### src/rtl/cmd_slot_pkg.sv
package cmd_slot_pkg;
  localparam int NSLOT      = 31;
  localparam int SLOT_W     = 5;
  localparam int ADDR_W     = 64;
  localparam int HALF_W     = ADDR_W / 2;
  localparam int PRB_BYTES  = 64;
  localparam int SLOT_BYTES = 128;
  localparam int SLOT_SH    = $clog2(SLOT_BYTES);
  localparam int LBASE_W    = SLOT_W + SLOT_SH;
  localparam int LEN_W      = $clog2(PRB_BYTES) + 1;

  typedef enum logic [1:0] {
    FS_IDLE = 2'd0,
    FS_REQ  = 2'd1,
    FS_WAIT = 2'd2,
    FS_PUSH = 2'd3
  } fetch_state_e;
endpackage

### src/rtl/slot_fifo.sv
module slot_fifo #(
  parameter int W     = 5,
  parameter int DEPTH = 32
) (
  input  logic         clk,
  input  logic         rst_n,
  input  logic         push,
  input  logic [W-1:0] din,
  input  logic         pop,
  output logic [W-1:0] dout,
  output logic         nonempty,
  output logic         ovf
);
  localparam int AW = (DEPTH > 1) ? $clog2(DEPTH) : 1;
  localparam int CW = $clog2(DEPTH + 1);

  logic [W-1:0]  mem [DEPTH];
  logic [AW-1:0] wp, rp;
  logic [CW-1:0] cnt;
  logic          full, do_pop, do_push;

  function automatic logic [AW-1:0] nxt(input logic [AW-1:0] p);
    return (p == AW'(DEPTH - 1)) ? '0 : p + 1'b1;
  endfunction

  assign full     = (cnt == CW'(DEPTH));
  assign nonempty = (cnt != '0);
  assign do_pop   = pop && nonempty;
  assign do_push  = push && (!full || do_pop);
  assign dout     = mem[rp];

  always_ff @(posedge clk or negedge rst_n) begin
    if (!rst_n) begin
      wp  <= '0;
      rp  <= '0;
      cnt <= '0;
      ovf <= 1'b0;
    end else begin
      if (do_push) wp <= nxt(wp);
      if (do_pop)  rp <= nxt(rp);
      if (do_push && !do_pop)      cnt <= cnt + 1'b1;
      else if (do_pop && !do_push) cnt <= cnt - 1'b1;
      if (push && !do_push) ovf <= 1'b1;
    end
  end

  always_ff @(posedge clk) begin
    if (do_push) mem[wp] <= din;
  end
endmodule

### src/rtl/act_regfile.sv
module act_regfile import cmd_slot_pkg::*; (
  input  logic              clk,
  input  logic              rst_n,
  input  logic              wr,
  input  logic              hi,
  input  logic [SLOT_W-1:0] wr_slot,
  input  logic [HALF_W-1:0] wr_data,
  input  logic [SLOT_W-1:0] rd_slot,
  output logic [ADDR_W-1:0] rd_addr,
  output logic              hi_push
);
  localparam int NREG = 2 ** SLOT_W;

  logic [ADDR_W-1:0] regs [NREG];
  logic              wr_ok;

  assign wr_ok   = wr && (wr_slot < SLOT_W'(NSLOT));
  assign hi_push = wr_ok && hi;
  assign rd_addr = regs[rd_slot];

  always_ff @(posedge clk or negedge rst_n) begin
    if (!rst_n) begin
      for (int i = 0; i < NREG; i++) regs[i] <= '0;
    end else if (wr_ok) begin
      if (hi) regs[wr_slot][ADDR_W-1:HALF_W] <= wr_data;
      else    regs[wr_slot][HALF_W-1:0]      <= wr_data;
    end
  end
endmodule

### src/rtl/fetch_fsm.sv
module fetch_fsm import cmd_slot_pkg::*; (
  input  logic              clk,
  input  logic              rst_n,
  input  logic              fq_nonempty,
  input  logic [ADDR_W-1:0] head_addr,
  output logic              fq_pop,
  output logic              set_valid,
  output logic [SLOT_W-1:0] cur_slot,
  input  logic [SLOT_W-1:0] head_slot,
  output logic              req_valid,
  input  logic              req_ready,
  input  logic              req_done,
  output logic [ADDR_W-1:0] req_addr,
  input  logic              exec_blocked,
  output logic              exec_push
);
  fetch_state_e      st_q;
  logic [SLOT_W-1:0] slot_q;
  logic [ADDR_W-1:0] addr_q;

  assign fq_pop    = (st_q == FS_IDLE) && fq_nonempty;
  assign set_valid = fq_pop;
  assign req_valid = (st_q == FS_REQ);
  assign req_addr  = addr_q;
  assign cur_slot  = slot_q;
  assign exec_push = (st_q == FS_PUSH) && !exec_blocked;

  always_ff @(posedge clk or negedge rst_n) begin
    if (!rst_n) begin
      st_q   <= FS_IDLE;
      slot_q <= '0;
      addr_q <= '0;
    end else begin
      unique case (st_q)
        FS_IDLE: if (fq_nonempty) begin
          slot_q <= head_slot;
          addr_q <= head_addr;
          st_q   <= FS_REQ;
        end
        FS_REQ:  if (req_ready)    st_q <= FS_WAIT;
        FS_WAIT: if (req_done)     st_q <= FS_PUSH;
        FS_PUSH: if (!exec_blocked) st_q <= FS_IDLE;
        default: st_q <= FS_IDLE;
      endcase
    end
  end
endmodule

### src/rtl/cmd_slot_fetch.sv
module cmd_slot_fetch import cmd_slot_pkg::*; #(
  parameter int FIFO_DEPTH = 32
) (
  input  logic               clk,
  input  logic               rst_n,
  input  logic               dir_wr,
  input  logic [SLOT_W-1:0]  dir_slot,
  input  logic               act_wr,
  input  logic               act_hi,
  input  logic [SLOT_W-1:0]  act_slot,
  input  logic [HALF_W-1:0]  act_data,
  input  logic [NSLOT-1:0]   slot_clr,
  output logic               exec_valid,
  input  logic               exec_ready,
  output logic [SLOT_W-1:0]  exec_slot,
  output logic               mrd_valid,
  input  logic               mrd_ready,
  output logic [ADDR_W-1:0]  mrd_addr,
  output logic [LBASE_W-1:0] mrd_lbase,
  output logic [LEN_W-1:0]   mrd_len,
  input  logic               mrd_done,
  output logic [NSLOT-1:0]   active,
  output logic               fetch_ovf,
  output logic               exec_ovf
);
  logic              dir_ok, hi_push;
  logic              fq_nonempty, fq_pop;
  logic [SLOT_W-1:0] fq_head, cur_slot;
  logic [ADDR_W-1:0] head_addr;
  logic              fsm_set, fsm_push;
  logic              eq_push;
  logic [SLOT_W-1:0] eq_din;

  assign dir_ok = dir_wr && (dir_slot < SLOT_W'(NSLOT));

  act_regfile u_regs (
    .clk(clk), .rst_n(rst_n), .wr(act_wr), .hi(act_hi), .wr_slot(act_slot),
    .wr_data(act_data), .rd_slot(fq_head), .rd_addr(head_addr), .hi_push(hi_push)
  );

  slot_fifo #(.W(SLOT_W), .DEPTH(FIFO_DEPTH)) u_fetch_q (
    .clk(clk), .rst_n(rst_n), .push(hi_push), .din(act_slot), .pop(fq_pop),
    .dout(fq_head), .nonempty(fq_nonempty), .ovf(fetch_ovf)
  );

  fetch_fsm u_fsm (
    .clk(clk), .rst_n(rst_n), .fq_nonempty(fq_nonempty), .head_addr(head_addr),
    .fq_pop(fq_pop), .set_valid(fsm_set), .cur_slot(cur_slot), .head_slot(fq_head),
    .req_valid(mrd_valid), .req_ready(mrd_ready), .req_done(mrd_done),
    .req_addr(mrd_addr), .exec_blocked(dir_ok), .exec_push(fsm_push)
  );

  assign eq_push = dir_ok || fsm_push;
  assign eq_din  = dir_ok ? dir_slot : cur_slot;

  slot_fifo #(.W(SLOT_W), .DEPTH(FIFO_DEPTH)) u_exec_q (
    .clk(clk), .rst_n(rst_n), .push(eq_push), .din(eq_din),
    .pop(exec_ready), .dout(exec_slot), .nonempty(exec_valid), .ovf(exec_ovf)
  );

  assign mrd_lbase = LBASE_W'(cur_slot) << SLOT_SH;
  assign mrd_len   = LEN_W'(PRB_BYTES);

  for (genvar i = 0; i < NSLOT; i++) begin : g_active
    logic set_i;
    assign set_i = (dir_ok && dir_slot == SLOT_W'(i)) ||
                   (fsm_set && fq_head == SLOT_W'(i));
    always_ff @(posedge clk or negedge rst_n) begin
      if (!rst_n)           active[i] <= 1'b0;
      else if (set_i)       active[i] <= 1'b1;
      else if (slot_clr[i]) active[i] <= 1'b0;
    end
  end
endmodule

### config.mk
export PLATFORM = sky130hd
export DESIGN_NAME = cmd_slot_fetch
export DESIGN_NICKNAME = d
export VERILOG_FILES = /design/src/rtl/cmd_slot_pkg.sv /design/src/rtl/slot_fifo.sv /design/src/rtl/act_regfile.sv /design/src/rtl/fetch_fsm.sv /design/src/rtl/cmd_slot_fetch.sv
export SDC_FILE = /design/constraint.sdc
export NUM_CORES = 2
export LEC_CHECK = 0
export ABC_AREA = 1
export BUFFER_PORTS_ARGS = -buffer_cell sky130_fd_sc_hd__buf_2
export CORE_UTILIZATION = 45
export CTS_CLUSTER_DIAMETER = 150
export DETAILED_ROUTE_END_ITERATION = 10
export SLEW_MARGIN = 20
export SYNTH_ARGS = -nofsm -noshare
export SYNTH_HDL_FRONTEND = slang
export SYNTH_SLANG_ARGS = --single-unit
### constraint.sdc
create_clock -name clk -period 4.42 [get_ports clk]
set_input_delay 0.442 -clock clk [delete_from_list [all_inputs] [get_ports clk]]
set_output_delay 0.442 -clock clk [all_outputs]
set_load 0.05 [all_outputs]
Yosys cells after proc, flatten, opt, wreduce, memory -nomap -nowiden

Memories as Yosys holds them, arrays and structs flattened.
Index checks and enable logic that the tools add are counted.
W data, S select, Z words.

Equal/unequal tests: 73
Bitwise operators: 2
$lt $le $gt $ge: 5
Muxes and demuxes: 90
Add/subtract/negate cells: 8
Reduce and logical (&&, ||, !) cells: 159

Operators by type and width:

| operator              | count |
|---|---|
| $bwmux W2048          | 2 |
| $mux W2048            | 1 |
| $demux W64 S5         | 2 |
| $bmux W64 S5          | 1 |
| $mux W64              | 3 |
| $eq A5 B5 Y1 const B  | 34 |
| $eq A5 B4 Y1 const B  | 16 |
| $logic_and A1 B1 Y1   | 78 |
| $mux W1               | 66 |
| $reduce_bool A2 Y1    | 33 |
| $eq A5 B3 Y1 const B  | 8 |
| $logic_or A1 B1 Y1    | 34 |
| $mux W32              | 1 |
| $mux W5               | 5 |
| $mux W6               | 4 |
| $add A5 B1 Y5 const B | 4 |
| $eq A5 B2 Y1 const B  | 4 |
| $add A6 B1 Y6 const B | 2 |
| $eq A6 B6 Y1 const B  | 2 |
| $ge A6 B6 Y1 const B  | 2 |
| $not A5 Y6            | 2 |
| $reduce_bool A6 Y1    | 2 |
| $sub A6 B1 Y6 const B | 2 |
| $eq A5 B1 Y1 const B  | 2 |
| 13 further kinds      | 27 |

Output and inout bits: 123
Memories kept: 2
RAM bits: 320
Word-level logic and storage cells: 413
Register bits: 2184

Memory list:

| name          | words | bits a word | read ports | clocked after memory_dff | wr ports | line            | RTL |
|---|---|---|---|---|---|---|---|
| u_exec_q.mem  | 32    | 5           | 1          | 0                        | 1        | slot_fifo.sv:17 | `logic [W-1:0] mem [DEPTH];` |
| u_fetch_q.mem | 32    | 5           | 1          | 0                        | 1        | slot_fifo.sv:17 |  |

Depth between registers and ports, before layout

Word-level depth: 10
Gate-level depth with buffers: 21

Hierarchy

A second synthesis with hierarchy kept.

Cell total of the unflattened synthesis: 13607
Area, all modules: 112601.7 um^2

Modules (own cells, without submodules):

| module                 | area an instance (um^2) | cells an instance | times used | seq. area each (um^2) |
|---|---|---|---|---|
| act_regfile            | 91619.1                 | 11346             | 1          | 51249.2 |
| slot_fifo at u_exec_q  | 8211.6                  | 849               | 1          | 5230.0 |
| slot_fifo at u_fetch_q | 7978.9                  | 788               | 1          | 5230.0 |
| fetch_fsm              | 2801.4                  | 320               | 1          | 1776.7 |
| cmd_slot_fetch         | 1990.7                  | 304               | 1          | 775.7 |

Least setup slack after synthesis

No wires, ideal clock.

Kind: flip-flop to flip-flop
From: reg u_exec_q.cnt[1]
To: reg u_exec_q.cnt[5]
Data required time: 4.297 ns
Stages on the path, launching flop included: 19
Period minus slack after synthesis: 3.612 ns
Setup time: 0.123 ns
Arrival time: 3.489 ns
Buffers on the path: 0
Path slack: 0.808 ns
Path through: dfrtp_1 -> nor4_1 -> nand3_1 -> nand2_1 -> nand4_1 -> nand2_1 -> clkinv_1 -> ha_1 -> inv_1 -> ha_1 -> a21oi_1 -> inv_1 -> a31oi_1 -> nor2_1 -> nor2_1 -> nor2_1 -> o21ai_0 -> nand3_1 -> xor2_1

Word-level cells in the longest chain between the ends: 7
Elaborated cells on any way between the ends: 15

Ends and longest elaborated chain:

| what                         | line                 | RTL |
|---|---|---|
| start, declared              | slot_fifo.sv:19      | `logic [CW-1:0] cnt;` |
| start signal, assigned       | slot_fifo.sv:41      | `if (do_push && !do_pop) cnt <= cnt + 1'b1;` |
| start signal, assigned       | slot_fifo.sv:42      | `else if (do_pop && !do_push) cnt <= cnt - 1'b1;` |
| $reduce_bool A6 Y1 (*)       | slot_fifo.sv:27      | `assign nonempty = (cnt != '0);` |
| named net exec_valid         | cmd_slot_fetch.sv:13 | `output logic exec_valid,` |
| $logic_and A1 B1 Y1 (*)      | slot_fifo.sv:28      | `assign do_pop = pop && nonempty;` |
| $logic_or A1 B1 Y1 (*)       | slot_fifo.sv:29      | `assign do_push = push && (!full \|\| do_pop);` |
| $logic_and A1 B1 Y1 (*)      | slot_fifo.sv:29      |  |
| named net u_exec_q.do_push   | slot_fifo.sv:20      | `logic full, do_pop, do_push;` |
| $logic_not A1 Y1             | slot_fifo.sv:42      |  |
| $logic_and A1 B1 Y1          | slot_fifo.sv:42      |  |
| $reduce_bool A2 Y1 (no line) | n/a                  |  |

Mark *: on every way through the listed nets, which the timed path passes. The rest lies on a longest branch. The select of a mux whose other input is x is not followed.
A chain may end at the register's enable or synchronous reset.

Worst setup path in the final report

From: reg u_fetch_q.rp[0]
To: reg active[19]

Word-level cells in the longest chain between the ends: 5
Elaborated cells on any way between the ends: 6

Ends and longest elaborated chain:

| what                                                 | line                 | RTL |
|---|---|---|
| start, declared                                      | slot_fifo.sv:18      | `logic [AW-1:0] wp, rp;` |
| start signal, assigned                               | slot_fifo.sv:40      | `if (do_pop) rp <= nxt(rp);` |
| $mem_v2 Z32 W5 (*)                                   | n/a                  |  |
| $eq A5 B5 Y1 (*)                                     | cmd_slot_fetch.sv:67 | `(fsm_set && fq_head == SLOT_W'(i));` |
| $logic_and A1 B1 Y1 (*)                              | cmd_slot_fetch.sv:67 |  |
| $logic_or A1 B1 Y1 (*)                               | cmd_slot_fetch.sv:66 | `assign set_i = (dir_ok && dir_slot == SLOT_W'(i)) \|\|` |
| $mux W1 / $reduce_bool A2 Y1 (equally long branches) | n/a                  |  |
| end signal, assigned by index                        | cmd_slot_fetch.sv:69 | `if (!rst_n) active[i] <= 1'b0;` |
| end signal, assigned by index                        | cmd_slot_fetch.sv:70 | `else if (set_i) active[i] <= 1'b1;` |
| end signal, assigned by index                        | cmd_slot_fetch.sv:71 | `else if (slot_clr[i]) active[i] <= 1'b0;` |
| end, declared                                        | cmd_slot_fetch.sv:22 | `output logic [NSLOT-1:0] active,` |

Every way passes the cells marked *; elsewhere a longest branch is shown, timed or not.

==> flow_summary_export.csv <==
group,metric,value,unit
synth,syn_area,116000,um^2
clock_network,clk_path_buf_depth,4,
global_route,grt_max_degree,113,
synth,avgSynthCellArea,7.92,um^2
synth,synthXorXnorAreaFrac,0.0455,%
global_route,grt_pass1_vias,92587,
placement,dp_hpwl,215,mm
sta,rsz0062_at_grt,"no",
clock_network,cts_hold_buffers,58,
clock_network,cts_setup_buffers,0,
worst_setup_path,worst_r2r_endpoint,"active[19]",
placement,pre_cts_ws,0.263,ns
drt,drtAntennaViolNets,0,
run,max-cap-violations,0,
die,io_pins,204,
cells_and_area,final_util,51.0,%
die,die-height,509,um
worst_setup_path,end_kind,"flop",
synth,synth-edff-count,320,
hold_path,hold_end,"active[26]",
synth,ys_types,40,
hold_path,hp-class,"input pin to flop",
hold_path,hold_depth,6,
global_route,grt_first_pass_wirelength,580,mm
cells_and_area,multi_input_area,45700,um^2
sta,fin_crit_sh,87.7,%
clock_network,cts_made_buffers,294,
cells_and_area,area_growth,12.5,%
synth,synthArstFlopShare,87.2,%
worst_setup_path,worst_r2r_path_depth,12,
global_route,grt.overflow.total,0,
sta,fin_hold_ws,0.0522,ns
synth,postSynthCellCount,14600,
synth,ys_seq_area_share,55.6,%
drt,drt-wirelength-per-cell,20.9,um
die,start_util,45.4,%
die,rows,185,
cells_and_area,stdcell_count,17893,
global_route,antenna_found_initial,8,
synth,synth_ff_type,"dfrtp_1",
synth,yosys.area_share.simple,28.0,%
power_and_ir_drop,p_per_area,728,nW/um^2
clock_network,post_cts_resized,0,
cells_and_area,drive_gt1_share,7.86,%
worst_setup_path,r2r_setup_slack,0.54,ns
worst_setup_path,r2r-start,"u_fetch_q.rp[0]",
drt,via_count,98163,
clock_network,clkSinkCount,2504,
die,dieArea,259000,um^2
sta,setup_viol,0,
clock_network,root_buffer,"clkbuf_16",
drt,drc,0,
clock_network,clkLatencyLatePin,0.96,ns
worst_setup_path,cp.arrival,4.74,ns
synth,synth_compound_gate_area_share,10.8,%
synth,synth_top_family_by_area,"simple AND/OR/NAND/NOR gates",
placement,dp_cells,17327,
synth,synthMuxAreaShare,0,%
global_route,grtUsageTotal,28.9,%
hold_path,hold_start,"dir_slot[0]",
cells_and_area,final_cell_mix,"nand2_1 (6629), dfrtp_1 (2182), o21ai_0 (2152)",
synth,ys_warn_count,0,
cells_and_area,layout.cells.most_common,"nand2_1",
outcome,status,"finished, final reports clean",
drt,vias_per_cell,5.49,
power_and_ir_drop,power.leakage,64.3,nW
synth,synth_fa_ha_area_share,0.348,%
sta,max_freq,258,MHz
cells_and_area,finalNetCount,14428,
sta,hold_viol,0,
worst_setup_path,worstPathRequired,5.28,ns
synth,ys_ff_latch,2504,
drt,first_pass_iters,6,
power_and_ir_drop,power,94.7,mW
cells_and_area,finalInstanceArea,130000,um^2
placement,portBuffers,189,
power_and_ir_drop,ir_drop,1.21,mV
sta,min_period,3.88,ns
sta,fin_tns_setup,0,ns
clock_network,htreeDepth,5,
worst_setup_path,start_kind,"flop",
drt,routed_wirelength,374,mm
cells_and_area,seqCellArea,64300,um^2
sta,max_slew_margin,28.1,%
worst_setup_path,crit_type,"flop to flop",
sta,slew_viol_final,0,
sta,worstMarginPinSlew,1.08,ns
die,die_w,509,um
sta,timing.final.ws_setup,0.542,ns
drt,drt_iter0_drc,11520,
cells_and_area,fillerInstances,24639,
sta,fin_skew,0.0770,ns
clock_network,cts_tree,"yes",
worst_setup_path,worst-path-max-fanout,58,
die,coreArea,255000,um^2
placement,place.gp.congestion,0.853,
clock_network,path_clk_slew,0.06,ns
placement,post_dp_cell_area,120000,um^2
[logic make-up after synthesis]
group | count (synthesis)
DFF | 2504
AOI/OAI and AO/OA | 2442
buffers and inverters | 1411
and+or+nand+nor | 8204
other | 2
xor gates and xnor gates | 6
adders and majority gates | 31
[report_power, final]
part | internal [mW] | leakage, nW | total, mW | switching, mW
clock | 13.9 | 4.53 | 23.6 | 9.65
combinational | 11.5 | 27.7 | 43.1 | 31.6
sequential | 26.4 | 32.1 | 28.1 | 1.72
total | 51.7 | 64.3 | 94.7 | 43.0
[worst max path at each step]
stage,start,end,slack [ns],cells after the start
floorplan,u_exec_q.cnt[1],u_exec_q.cnt[5],0.81,18
global placement,dir_wr,u_exec_q.cnt[5],0.1,21
detailed placement,dir_wr,u_exec_q.cnt[5],0.26,21
CTS,u_fetch_q.rp[0],active[17],0.59,12
global route,u_exec_q.cnt[1],u_exec_q.cnt[5],0.27,18
finish,u_fetch_q.rp[0],active[19],0.54,12
[layout make-up]
type	count	share of cell area [%]
sequential	2504	49.4
clock buffer	428	6.53
inverter	161	0.479
tap	3366	3.24
antenna	4	0.00770
clock inverter	75	0.556
multi-input combinational	10697	35.1
timing repair buffer	658	4.64
[layer usage]
metal / global-route usage (%) / vias to the layer above / routed length (um)
met5: 0 / - / 15
met4: 8.38 / 2 / 10700
met3: 3.75 / 622 / 26600
met2: 45.9 / 3557 / 169000
met1: 41.4 / 47523 / 168000
li1: - / 46459 / -
[registers in the layout, summed over array words and instances (netlist names)]
| signal | count |
|---|---|
| u_regs.regs | 2048 |
| u_fetch_q.rp | 5 |
| u_exec_q.cnt | 6 |
| active | 31 |
| u_fetch_q.cnt | 6 |
| u_fetch_q.wp | 5 |
| u_exec_q.mem | 160 |
| u_fsm.cur_slot | 5 |
| u_fsm.req_addr | 64 |
| u_exec_q.rp | 5 |
| u_fetch_q.ovf | 1 |
| u_exec_q.wp | 5 |
| u_fetch_q.mem | 160 |
| u_fsm.st_q | 2 |
| u_exec_q.ovf | 1 |
[critical path, cell delays in order, from the launching register on]
cell and delay (ns):
dfrtp_2 0.41, buf_4 0.52, o21ai_0 0.18, o22ai_1 0.24
o21ai_0 0.10, o211ai_1 0.38, nand2_1 0.17, nor2_4 0.13
buf_12 0.39, buf_4 0.41, nand2_1 0.10, o211ai_1 0.09
dlygate4sd3_1 0.58
[cells in the mapped netlist (4+ instances only)]
cell type	n	share of area (%)
nor3_1	9	0.039
o31ai_1	11	0.071
nand2_2	4	0.022
o21ai_1	140	0.61
inv_1	150	0.49
clkinv_1	4	0.013
o21ai_0	2157	9.3
nand2_1	6693	22
ha_1	29	0.31
o211ai_1	33	0.21
nor2_1	306	0.99
dfrtp_1	2184	47
buf_2	362	1.6
inv_2	6	0.019
a21oi_1	22	0.095
nand3_1	1180	5.1
a22oi_1	5	0.032
xor2_1	4	0.030
edfxtp_1	320	8.3
buf_4	48	0.31
nor2_2	4	0.022
o22ai_1	53	0.29
buf_6	19	0.19
o221ai_1	12	0.091
clkbuf_1	794	2.6
buf_1	27	0.088
No activity file was read; power rests on OpenSTA's default activity.
